### config.mk
export PLATFORM = sky130hd
export DESIGN_NAME = mode_timer
export DESIGN_NICKNAME = d
export VERILOG_FILES = /design/src/rtl/mode_timer.sv
export SDC_FILE = /design/constraint.sdc
export NUM_CORES = 1
export LEC_CHECK = 0
export BUFFER_PORTS_ARGS = -buffer_cell sky130_fd_sc_hd__buf_4
export CORE_AREA = 2 2 76 132
export CTS_BUF_LIST = sky130_fd_sc_hd__clkbuf_16
export DETAILED_ROUTE_END_ITERATION = 16
export DIE_AREA = 0 0 78 134
export HOLD_SLACK_MARGIN = 0.08
export PLACE_DENSITY = 0.71
export SLEW_MARGIN = 20
export SYNTH_ARGS = -nofsm -noshare
export SYNTH_HDL_FRONTEND = slang
export SYNTH_SLANG_ARGS = --single-unit
### constraint.sdc
create_clock -name clk -period 2.8 [get_ports clk]
set_clock_uncertainty 0.05 [all_clocks]
set_input_delay 0.14 -clock clk [delete_from_list [all_inputs] [get_ports clk]]
set_output_delay 0.14 -clock clk [all_outputs]
set_load 0.05 [all_outputs]
### src/rtl/mode_timer.sv
module mode_timer #(
  parameter int CNT_W    = 16,
  parameter int PSC_W    = 4,
  parameter int ADDR_W   = 4,
  parameter int DATA_W   = 32,
  parameter int LOAD_OFS = 0,
  parameter int STAT_OFS = 4,
  parameter int CTRL_OFS = 8
) (
  input  logic              clk,
  input  logic              rst_n,
  input  logic [ADDR_W-1:0] bus_addr,
  input  logic              bus_we,
  input  logic [DATA_W-1:0] bus_wdata,
  output logic [DATA_W-1:0] bus_rdata,
  output logic              irq,
  output logic              sys_rst_req
);
  localparam int PRE_W = (1 << PSC_W) - 1;
  localparam logic [1:0] M_FREE = 2'd0, M_PER = 2'd1, M_ONE = 2'd2, M_WDOG = 2'd3;

  logic [CNT_W-1:0] load_q, cnt_q;
  logic             en_q, done_q, wflag_q, irq_q, rst_q;
  logic [1:0]       mode_q;
  logic [PSC_W-1:0] psc_q;
  logic [PRE_W-1:0] pre_q, pre_mask;

  wire load_wr = bus_we && (bus_addr == ADDR_W'(LOAD_OFS));
  wire stat_wr = bus_we && (bus_addr == ADDR_W'(STAT_OFS));
  wire ctrl_wr = bus_we && (bus_addr == ADDR_W'(CTRL_OFS));
  wire en_rise = ctrl_wr && bus_wdata[7] && !en_q;

  assign pre_mask = PRE_W'((64'd1 << psc_q) - 64'd1);
  wire tick   = en_q && ((pre_q & pre_mask) == pre_mask);
  wire expire = tick && (cnt_q == '0);

  always_ff @(posedge clk or negedge rst_n) begin
    if (!rst_n) begin
      en_q   <= 1'b0;
      mode_q <= M_FREE;
      psc_q  <= '0;
      pre_q  <= '0;
    end else begin
      if (ctrl_wr) begin
        en_q   <= bus_wdata[7];
        mode_q <= bus_wdata[5:4];
        psc_q  <= bus_wdata[PSC_W-1:0];
      end
      if (load_wr || en_rise) pre_q <= '0;
      else if (en_q)          pre_q <= pre_q + 1'b1;
    end
  end

  always_ff @(posedge clk or negedge rst_n) begin
    if (!rst_n) begin
      load_q  <= '0;
      cnt_q   <= '0;
      done_q  <= 1'b0;
      wflag_q <= 1'b0;
      irq_q   <= 1'b0;
      rst_q   <= 1'b0;
    end else begin
      irq_q <= 1'b0;
      rst_q <= 1'b0;
      if (stat_wr && bus_wdata[1]) wflag_q <= 1'b0;
      if (ctrl_wr) done_q <= 1'b0;
      if (load_wr) begin
        load_q <= bus_wdata[CNT_W-1:0];
        cnt_q  <= bus_wdata[CNT_W-1:0];
        done_q <= 1'b0;
      end else if (expire) begin
        case (mode_q)
          M_FREE: cnt_q <= '1;
          M_PER: begin
            cnt_q <= load_q;
            irq_q <= 1'b1;
          end
          M_ONE: begin
            if (!done_q) irq_q <= 1'b1;
            done_q <= 1'b1;
          end
          default: begin
            cnt_q   <= load_q;
            rst_q   <= 1'b1;
            wflag_q <= 1'b1;
          end
        endcase
      end else if (tick) begin
        cnt_q <= cnt_q - 1'b1;
      end
    end
  end

  assign irq         = irq_q;
  assign sys_rst_req = rst_q;

  always_comb begin
    bus_rdata = '0;
    if (bus_addr == ADDR_W'(LOAD_OFS))      bus_rdata = DATA_W'(cnt_q);
    else if (bus_addr == ADDR_W'(STAT_OFS)) bus_rdata = DATA_W'({wflag_q, 1'b0});
    else if (bus_addr == ADDR_W'(CTRL_OFS)) bus_rdata = DATA_W'({en_q, 1'b0, mode_q, psc_q});
  end

  p_frozen_r2: assert property (@(posedge clk) disable iff (!rst_n)
    (!en_q && !load_wr) |=> $stable(cnt_q));
  p_load_r3: assert property (@(posedge clk) disable iff (!rst_n)
    load_wr |=> (cnt_q == $past(bus_wdata[CNT_W-1:0])));
  p_irq_mode_r6: assert property (@(posedge clk) disable iff (!rst_n)
    irq |-> ($past(mode_q) == M_PER || $past(mode_q) == M_ONE));
  p_oneshot_hold_r7: assert property (@(posedge clk) disable iff (!rst_n)
    (mode_q == M_ONE && done_q && !load_wr && !ctrl_wr) |=> (cnt_q == '0 && !irq));
  p_rst_mode_r8: assert property (@(posedge clk) disable iff (!rst_n)
    sys_rst_req |-> ($past(mode_q) == M_WDOG));
  p_flag_on_rst_r10: assert property (@(posedge clk) disable iff (!rst_n)
    sys_rst_req |-> wflag_q);
  p_flag_clear_r10: assert property (@(posedge clk) disable iff (!rst_n)
    $fell(wflag_q) |-> $past(stat_wr && bus_wdata[1]));
endmodule

Word-level counts from Yosys, hierarchy flattened
Cells that the tools add are included.
{"block": "word_totals", "in_bits": 39, "output_inout_bits": 34, "ff_bits": 58, "word_cells": 62}
{"block": "classes", "reduce_logical": 17, "bitwise_logic": 1, "n_eq_ne": 6, "shift": 1, "addsub": 3, "mux": 24}
{"cell": "16-bit 2-to-1 mux", "count": 4}
{"cell": "16-bit one-hot mux with 2 select lines", "count": 1}
{"cell": "15-bit 2-to-1 mux", "count": 2}
{"cell": "16-bit logical NOT", "count": 1}
{"cell": "8-bit 2-to-1 mux", "count": 2}
{"cell": "16-bit by 1-bit subtractor with 16-bit output (second input constant)", "count": 1}
{"cell": "15-bit by 1-bit adder with 15-bit output (second input constant)", "count": 1}
{"cell": "15-bit AND", "count": 1}
{"cell": "15-bit == test", "count": 1}
{"cell": "1-bit by 4-bit << shifter with 15-bit output (first input constant)", "count": 1}
{"cell": "15-bit by 1-bit subtractor with 15-bit output (second input constant)", "count": 1}
{"cell": "1-bit 2-to-1 mux", "count": 14}
{"cell": "1-bit logical AND", "count": 8}
{"cell": "4-bit by 3-bit == test with 1-bit output (second input constant)", "count": 1}
{"cell": "4-bit == test (second input constant)", "count": 1}
{"cell": "4-bit logical NOT", "count": 1}
{"cell": "3-bit != test (second input constant)", "count": 1}
{"cell": "3-bit nonzero test", "count": 1}
{"cell": "3-bit OR reduction", "count": 1}
{"cell": "2-bit by 1-bit == test with 1-bit output (second input constant)", "count": 1}
{"cell": "2-bit == test (second input constant)", "count": 1}
{"cell": "2-bit logical NOT", "count": 1}
{"cell": "1-bit one-hot mux with 2 select lines", "count": 1}
{"cell": "2-bit AND reduction", "count": 1}
{"cell": "3 further kinds", "count": 3}

Depth between registers and ports, before layout
Gate-level depths: netlist (run 1).
{"block": "logic_depth", "ltp_word": 8, "depth_mapped": 14, "ltp_nobuf": 10}

Worst setup path before layout (run 1)
OpenSTA, ideal clock, no wires.
{"block": "synth_timing", "path_type": "reg-to-reg", "start": "reg psc_q[3]", "end": "reg cnt_q[8]", "stages_incl_launch_ff": 14, "n_path_buf": 3, "required_ns": 2.663, "setup_slack_ns": -0.182, "arrival_time_ns": 2.845, "period_less_slack_ns": 2.982, "setup_ns": 0.087, "path_cell_list": "dfrtp_1 > nor3_1 > nand2_1 > ha_1 > clkbuf_1 > nor2b_1 > o21ai_0 > o311ai_0 > nor4_2 > and3_1 > buf_2 > buf_4 > mux2_2 > o211ai_1"}
{"block": "synth_between", "elab_chain_len": 8, "word_cells_on_any_way": 11, "classes_between": "add/sub (1); eq/ne (2); shift (1); mux (2); bitwise (1); reduce/logical (4)"}
{"item": "start, declared", "line": "25", "rtl": "logic [PSC_W-1:0] psc_q;"}
{"item": "start signal, assigned", "line": "47", "rtl": "psc_q <= bus_wdata[PSC_W-1:0];"}
{"item": "1-bit by 4-bit << shifter with 15-bit output *", "line": "33", "rtl": "assign pre_mask = PRE_W'((64'd1 << psc_q) - 64'd1);"}
{"item": "15-bit by 1-bit subtractor with 15-bit output *", "line": "33"}
{"item": "15-bit AND", "line": "34", "rtl": "wire tick = en_q && ((pre_q & pre_mask) == pre_mask);"}
{"item": "15-bit == test *", "line": "34"}
{"item": "1-bit logical AND *", "line": "34"}
{"item": "1-bit logical AND", "line": "35", "rtl": "wire expire = tick && (cnt_q == '0);"}
{"item": "3-bit != test (no line), or another cell as far along"}
{"item": "2-bit AND reduction (no line) or 16-bit 2-to-1 mux (tied branches)"}
{"item": "end signal, assigned", "line": "69", "rtl": "cnt_q <= bus_wdata[CNT_W-1:0];"}
{"item": "end signal, assigned", "line": "75", "rtl": "cnt_q <= load_q;"}
{"item": "end signal, assigned", "line": "83", "rtl": "cnt_q <= load_q;"}
{"item": "end, declared", "line": "22", "rtl": "logic [CNT_W-1:0] load_q, cnt_q;"}
Mark *: on every way between the ends. The rest lies on a longest branch, timed or not.
A chain may end at the register's enable or synchronous reset.

Final worst setup path (run 1)
{"block": "layout_timing", "start": "reg psc_q[1]", "end": "reg cnt_q[14]"}
Same word-level chain as after synthesis.

==> results of run 1 <==
-- per-layer routing --
metal | share of wire | global-route usage
met5 | 0 | 0
met4 | 0.057 | 0.1374
met3 | 0.041 | 0.03769
met2 | 0.53 | 0.3693
met1 | 0.37 | 0.2140
-- state kept, by name (all words and copies together), names as in the netlist --
name         flops
load_q          16
irq              1
wflag_q          1
done_q           1
pre_q           15
psc_q            4
en_q             1
mode_q           2
cnt_q           16
sys_rst_req      1
-- worst min-delay path by stage --
stage | startpoint | end | cells after the start
4_1_cts | bus_we | done_q$_DFF_PN0_ | 4
6_report | bus_we | done_q$_DFF_PN0_ | 4
5_1_grt | bus_we | done_q$_DFF_PN0_ | 4
3_5_place_dp | rst_n | pre_q[12]$_DFFE_PN0P_ | 1
3_3_place_gp | rst_n | psc_q[0]$_DFFE_PN0P_ | 1
2_1_floorplan | rst_n | cnt_q[0]$_DFFE_PN0P_ | 0
-- layout by cell type (no fill, tap or decap), types with 3 or more instances in the layout --
cell type | Yosys | layout
buf_4 | 17 | 60
o211ai_1 | 9 | 9
nand4_1 | 8 | 8
clkinv_1 | 0 | 3
ha_1 | 8 | 7
o21ai_0 | 14 | 12
mux2i_1 | 9 | 9
nand2_1 | 67 | 67
a21oi_1 | 8 | 6
buf_12 | 0 | 3
mux2_2 | 17 | 8
o221ai_1 | 6 | 3
inv_1 | 18 | 19
and4_1 | 3 | 3
xnor2_1 | 18 | 17
nor2_1 | 47 | 47
o31ai_1 | 3 | 3
nor3_2 | 1 | 3
nor4_1 | 4 | 3
dfrtp_1 | 58 | 58
nor2b_1 | 4 | 4
mux2_4 | 0 | 9
dlygate4sd3_1 | 0 | 19
nand3_1 | 20 | 20
o221ai_2 | 1 | 4
conb_1 | 1 | 16
o21bai_1 | 3 | 3
and2_1 | 7 | 7
clkbuf_16 | 0 | 9
xor2_1 | 5 | 5
nor3_1 | 17 | 14
-- power groups by stage --
stage,Clock (mW),Sequential [mW],Combinational (mW)
2_1_floorplan,0,1.21,1.02
3_3_place_gp,0,1.28,1.26
3_5_place_dp,0,1.28,1.30
4_1_cts,1.04,1.27,1.42
5_1_grt,1.08,1.32,1.69
6_report,1.03,1.28,1.55
-- synthesized netlist by cell type (all sizes together) (2+ instances only) --
cell type,n,share of area
nand2,68,0.070
dfrtp,58,0.39
nor2,47,0.048
buf,24,0.044
nand3,20,0.027
inv,18,0.018
nor3,18,0.026
xnor2,18,0.043
mux2,17,0.052
o21ai,15,0.020
clkbuf,12,0.012
mux2i,9,0.024
o211ai,9,0.018
a21oi,8,0.011
ha,8,0.027
nand4,8,0.014
and2,7,0.012
o221ai,7,0.018
nor4,6,0.016
xor2,5,0.012
nor2b,4,0.0068
and4,3,0.0071
o21bai,3,0.0061
o31ai,3,0.0061
a31o,2,0.0048
and3,2,0.0034
nand3b,2,0.0041
nor3b,2,0.0041
nor4b,2,0.0048
or4,2,0.0051
-- worst max-delay path, delay by kind of cell (launching register included) --
family / cells / cell delay, ns
AO/OA/AOI/OAI: 2 / 0.24
adder cells (fa/ha/maj): 1 / 0.18
buffers and inverters: 3 / 0.41
flip-flops: 1 / 0.38
multiplexers: 1 / 0.29
AND/OR/NAND/NOR: 6 / 1.13
-- final cells by class --
cell class,instances,area (um2),area share
well taps,122,152.6,0.03137
clock buffers,9,225.2,0.04628
clock inverters,6,50.05,0.01029
multi-input cells,328,2192,0.4505
repair buffers,84,726.9,0.1494
flip-flops and latches,58,1451,0.2983
inverters,18,67.56,0.01389
-- what timing repair did --
item | 4_1_cts | 5_1_grt
hold endpoints to repair | 97 | 0
buffers inserted | 5 | 4
pin swaps | 16 | 21
setup endpoints to repair | 11 | 17
hold buffers | 19 | 0
gates resized for setup | 22 | 18
-- cells by family after synthesis --
group / count (synthesis)
simple gates: 194
compound gates: 61
flops: 58
buf+inv: 54
mux: 26
xor+xnor: 23
fa+ha+maj: 8
other cells: 1
==> impl_metrics.csv, run 1 <==
group,metric,value,unit
synthesis,synth-compound-area-share,0.1180,
setup_path,cpPeakStageDelay,0.38,ns
global_routing,grt_pass1_wl,16.77,mm
setup_path,cp_cell_sequence,"nor3_2 -> nand2_1 -> ha_4 -> buf_8 -> nor4b_4 -> a21oi_2 -> nor3b_2 -> nor4_4 -> and3_4 -> buf_12 -> buf_12 -> mux2_4 -> o211ai_1",
pwr,finalPower,3.861,mW
timing,layout_setup_ws,0.02590,ns
cells_and_area,fillers,879,
synthesis,synth_cell_types,58,
cells_and_area,area_growth,32.23,%
routing,num_vias,3409,
status,status,"finished, final reports clean",
setup_path,start_kind,"flip-flop",
cts,cts_root_buffer,"clkbuf_16",
global_routing,grt_max_degree,59,
setup_path,crit_arrival,2.97,ns
routing,wl_per_cell,16.44,um
synthesis,synth.avg_cell_area,8.658,um2
setup_path,r2r_end,"cnt_q[14]$_DFFE_PN0P_",
pwr,combPwrFrac,0.402,
cts,path_clk_slew,0.05,ns
setup_path,worstReg2RegStart,"psc_q[1]$_DFFE_PN0P_",
floorplanning,start_util,0.3911,
timing,finalSetupViolCount,0,
synthesis,synth_area,3680,um2
synthesis,synth_flop_cell,"dfrtp_1",
pwr,power.leakage,2.176,nW
routing,drt-total-wl,10.27,mm
cells_and_area,nets,546,
min_path,hp-class,"in2reg",
placement,dpl_cell_area,4120,um2
synthesis,synthAdderAreaFrac,0.02720,
synthesis,synth_seq_cells,58,
setup_path,cp-startpoint,"psc_q[1]$_DFFE_PN0P_",
pwr,pwr-share-clk,0.266,
floorplanning,die_h,134,um
cells_and_area,design_area,4866,um2
timing,whs,0.09760,ns
synthesis,syn_inst,425,
synthesis,synth_top_family_by_area,"simple AND/OR/NAND/NOR gates",
global_routing,antenna_found_initial,0,
cts,cts_buffers,9,
timing,tightestPinTransition,0.9472,ns
synthesis,synthXorXnorAreaFrac,0.05474,
global_routing,grt_pass1_vias,3544,
floorplanning,ioPinCount,73,
cts,cts_buffer_depth,2,
cts,clk_latency,0.33,ns
floorplanning,fp.dieW,78,um
synthesis,synth_edf_count,0,
synthesis,synthSimpleGateAreaFrac,0.2537,
cells_and_area,drive_gt1_frac,0.2346,
routing,drc,0,
setup_path,ff2ff_setup_slack,0.03,ns
timing,fmax,360.5,MHz
global_routing,grt-ovfl-total,0,
pwr,ir_worst_vdd,399.8,uV
routing,drtPass1Iterations,4,
setup_path,critPathSlowestCell,"dfrtp_1",
timing,fin_crit,2.774,ns
cts,htreeDepth,3,
setup_path,r2r_cells,13,
cells_and_area,diodes,0,
pwr,seqPwrFrac,0.332,
routing,detail-route-antenna-nets,0,
timing,setup_tns,0,ns
cts,cts_tree,"done",
placement,gp_congestion,0.9078,
setup_path,endpoint_kind,"flip-flop",
cells_and_area,utilization,0.5172,
pwr,swShare,0.3723,
setup_path,cp-endpoint,"cnt_q[14]$_DFFE_PN0P_",
flow_run,max_cap_viol_count,0,
timing,period_share,0.9908,
pwr,internal_power,2.424,mW
pwr,switching_power,1.437,mW
synthesis,synthMuxAreaShare,0.07650,
placement,dp_slack,-0.07735,ns
setup_path,timing.critical_path.mode_cell,"buf_12",
routing,vias_per_cell,5.454,
placement,dp_cells,582,
placement,io_buffer_count,40,
floorplanning,dieArea,10450,um2
timing,slew_headroom,0.3672,
timing,finalHoldViolCount,0,
global_routing,grt_usage,0.2057,
timing,rsz0062_at_grt,"yes",
synthesis,yosysSeqAreaShare,0.3944,
setup_path,crit_required,3.00,ns
pwr,power.density,793.4,nW/um2
setup_path,critPathKind,"reg2reg",
placement,dp_hpwl,6.987,mm
floorplanning,core_area,9409,um2
cts,cts.sink_count,58,
timing,report.final.slew_viol_count,0,
floorplanning,rows,47,
cells_and_area,layout.cells.non_filler,625,
setup_path,worstPathMaxFanout,7,
synthesis,ys_warn_count,0,
routing,drt-initial-drc-count,158,
synthesis,synthArstFlopShare,1.000,
No activity file was read; power rests on OpenSTA's default activity.
==> inputs of run 2 (changes only) <==
CELL_PAD_IN_SITES_DETAIL_PLACEMENT = 1   (was unset)
CELL_PAD_IN_SITES_GLOBAL_PLACEMENT = 2   (was unset)
CORE_AREA = 2 2 87 152   (was 2 2 76 132)
DIE_AREA = 0 0 89 154   (was 0 0 78 134)
PLACE_DENSITY = 0.85   (was 0.71)
==> impl_metrics.csv, run 2 (same netlist as run 1, synthesis figures left out) <==
group,metric,value,unit
floorplanning,start_util,0.2960,
timing,tightestPinTransition,0.9802,ns
setup_path,ff2ff_setup_slack,-0.0003,ns
setup_path,crit_arrival,3.00,ns
cells_and_area,layout.cells.non_filler,675,
setup_path,worstPathMaxFanout,5,
cells_and_area,nets,550,
status,status,"finished, violations left",
routing,wl_per_cell,17.77,um
min_path,hp-class,"in2reg",
routing,detail-route-antenna-nets,0,
setup_path,path_depth,11,
routing,drt-total-wl,12.00,mm
cells_and_area,drive_gt1_frac,0.2505,
status,violations,"negative setup slack",
timing,setup_tns,-0.0003244,ns
placement,dp_cells,633,
cts,htreeDepth,3,
global_routing,antenna_found_initial,0,
setup_path,endpoint_kind,"flip-flop",
cells_and_area,reg_top3,"cnt_q (16), load_q (16), pre_q (15)",
timing,slew_headroom,0.3451,
routing,drc,0,
global_routing,grt_max_degree,59,
placement,dp_hpwl,8.526,mm
floorplanning,rows,54,
setup_path,crit_required,3.00,ns
flow_run,max_cap_viol_count,0,
global_routing,grt_usage,0.1872,
cts,path_clk_slew,0.05,ns
timing,finalHoldViolCount,0,
cts,cts_buffer_depth,2,
setup_path,start_kind,"flip-flop",
setup_path,cpPeakStageDelay,0.41,ns
routing,vias_per_cell,5.071,
floorplanning,dieArea,13710,um2
timing,period_share,1.000,
cells_and_area,area_growth,34.61,%
routing,drt-initial-drc-count,133,
setup_path,critPathKind,"reg2reg",
pwr,power.leakage,2.217,nW
timing,report.final.slew_viol_count,0,
setup_path,cp_cell_sequence,"nor3_4 -> nand2_2 -> ha_4 -> nor2b_1 -> o21ai_0 -> o311ai_2 -> nor4_4 -> and3_4 -> buf_6 -> mux2_4 -> o221ai_2",
floorplanning,die_h,154,um
routing,num_vias,3423,
setup_path,critPathSlowestCell,"dfrtp_1",
timing,layout_setup_ws,-0.0003244,ns
cells_and_area,fillers,1492,
pwr,power.density,809.8,nW/um2
timing,finalSetupViolCount,1,
cells_and_area,final_cell_mix,"64 x nand2_1, 64 x buf_4, 58 x dfrtp_1",
min_path,hold_depth,4,
timing,fin_crit,2.800,ns
pwr,ir_worst_vdd,310.9,uV
cts,cts_tree,"done",
setup_path,crit_buf_inv,1,
floorplanning,fp.dieW,89,um
cts,cts_root_buffer,"clkbuf_16",
timing,rsz0062_at_grt,"yes",
global_routing,grt-ovfl-total,0,
setup_path,r2r_cells,11,
cts,cts.sink_count,58,
cts,clk_latency,0.34,ns
timing,fmax,357.1,MHz
setup_path,path_delay_family,"simple AND/OR/NAND/NOR gates",
placement,gp_congestion,0.8450,
placement,io_buffer_count,40,
floorplanning,core_area,12430,um2
floorplanning,ioPinCount,73,
global_routing,grt_pass1_vias,3864,
cts,cts_buffers,9,
cells_and_area,diodes,0,
global_routing,grt_pass1_wl,19.64,mm
routing,drtPass1Iterations,4,
## run 2: cell count changes in the layout (fill, tap and decap cells not counted), moves of 2 or more
cell,delta
mux2_4,+2
nand2_1,-3
clkinv_1,-3
mux2_2,-2
buf_4,+4
nand2_2,+2
buf_6,+4
inv_1,+2
buf_12,-3
## run 2: power by group
part	switching (mW)	internal, mW
clock	0.385	0.762
combinational	0.852	0.718
sequential	0.256	1.04
## run 2: repair_timing
item | 4_1_cts | 5_1_grt
resized for setup | 25 | 20
endpoints found under the setup margin | 14 | 18
pin swaps | 12 | 19
cloned | 1 | 0
buffers inserted | 7 | 1
hold buffers | 19 | 0
hold endpoints to repair | 97 | 0
## run 2: metal layers
| metal | vias up | GRT usage | part of all wire |
|---|---|---|---|
| met1 | 1731 | 0.1970 | 0.38 |
| met4 | 0 | 0.07178 | 0.024 |
| met2 | 66 | 0.3550 | 0.57 |
| met3 | 22 | 0.03060 | 0.024 |
| li1 | 1604 | - | - |
| met5 | - | 0 | 0 |
## run 2: worst reg2reg max path, cell delays in order (launching register included)
cell      delay, ns
dfrtp_1        0.41
nor3_4         0.27
nand2_2        0.11
ha_4           0.19
nor2b_1        0.15
o21ai_0        0.13
o311ai_2       0.19
nor4_4         0.30
and3_4         0.28
buf_6          0.15
mux2_4         0.31
o221ai_2       0.18
## run 2: cell type report
type,instances,area (um2),share of cell area
multi-input combinational,328,2196,0.4433
sequential,58,1451,0.2930
tap,168,210.2,0.04244
inverter,18,67.56,0.01364
clock inverter,6,76.32,0.01541
clock buffer,9,225.2,0.04547
timing repair buffer,88,726.9,0.1468
## run 2: path summary, 6_finish.rpt
path | from | end
worst max-delay path | psc_q[3]$_DFFE_PN0P_ | cnt_q[15]$_DFFE_PN0P_
worst max register to register | psc_q[3]$_DFFE_PN0P_ | cnt_q[15]$_DFFE_PN0P_
worst min-delay path | bus_we | done_q$_DFF_PN0_
max in group asynchronous | rst_n | cnt_q[3]$_DFFE_PN0P_
worst min register to register | load_q[14]$_DFFE_PN0P_ | load_q[14]$_DFFE_PN0P_
min in group asynchronous | rst_n | pre_q[10]$_DFFE_PN0P_
## run 2: through the flow
stage	cell area, um2	util	total power [mW]	setup WS, ns	hold WS [ns]
after floorplan	3746	-	2.227	0.001766	-0.2056
after global placement	4203	0.3381	2.584	-0.04102	0.2143
after detailed placement	4203	0.3381	2.642	-0.1502	0.2278
after CTS	4865	0.3913	3.948	-0.05450	0.09243
after global routing	4954	0.3985	4.264	-0.1684	0.1318
final	4954	0.3985	4.012	-0.0003244	0.1057
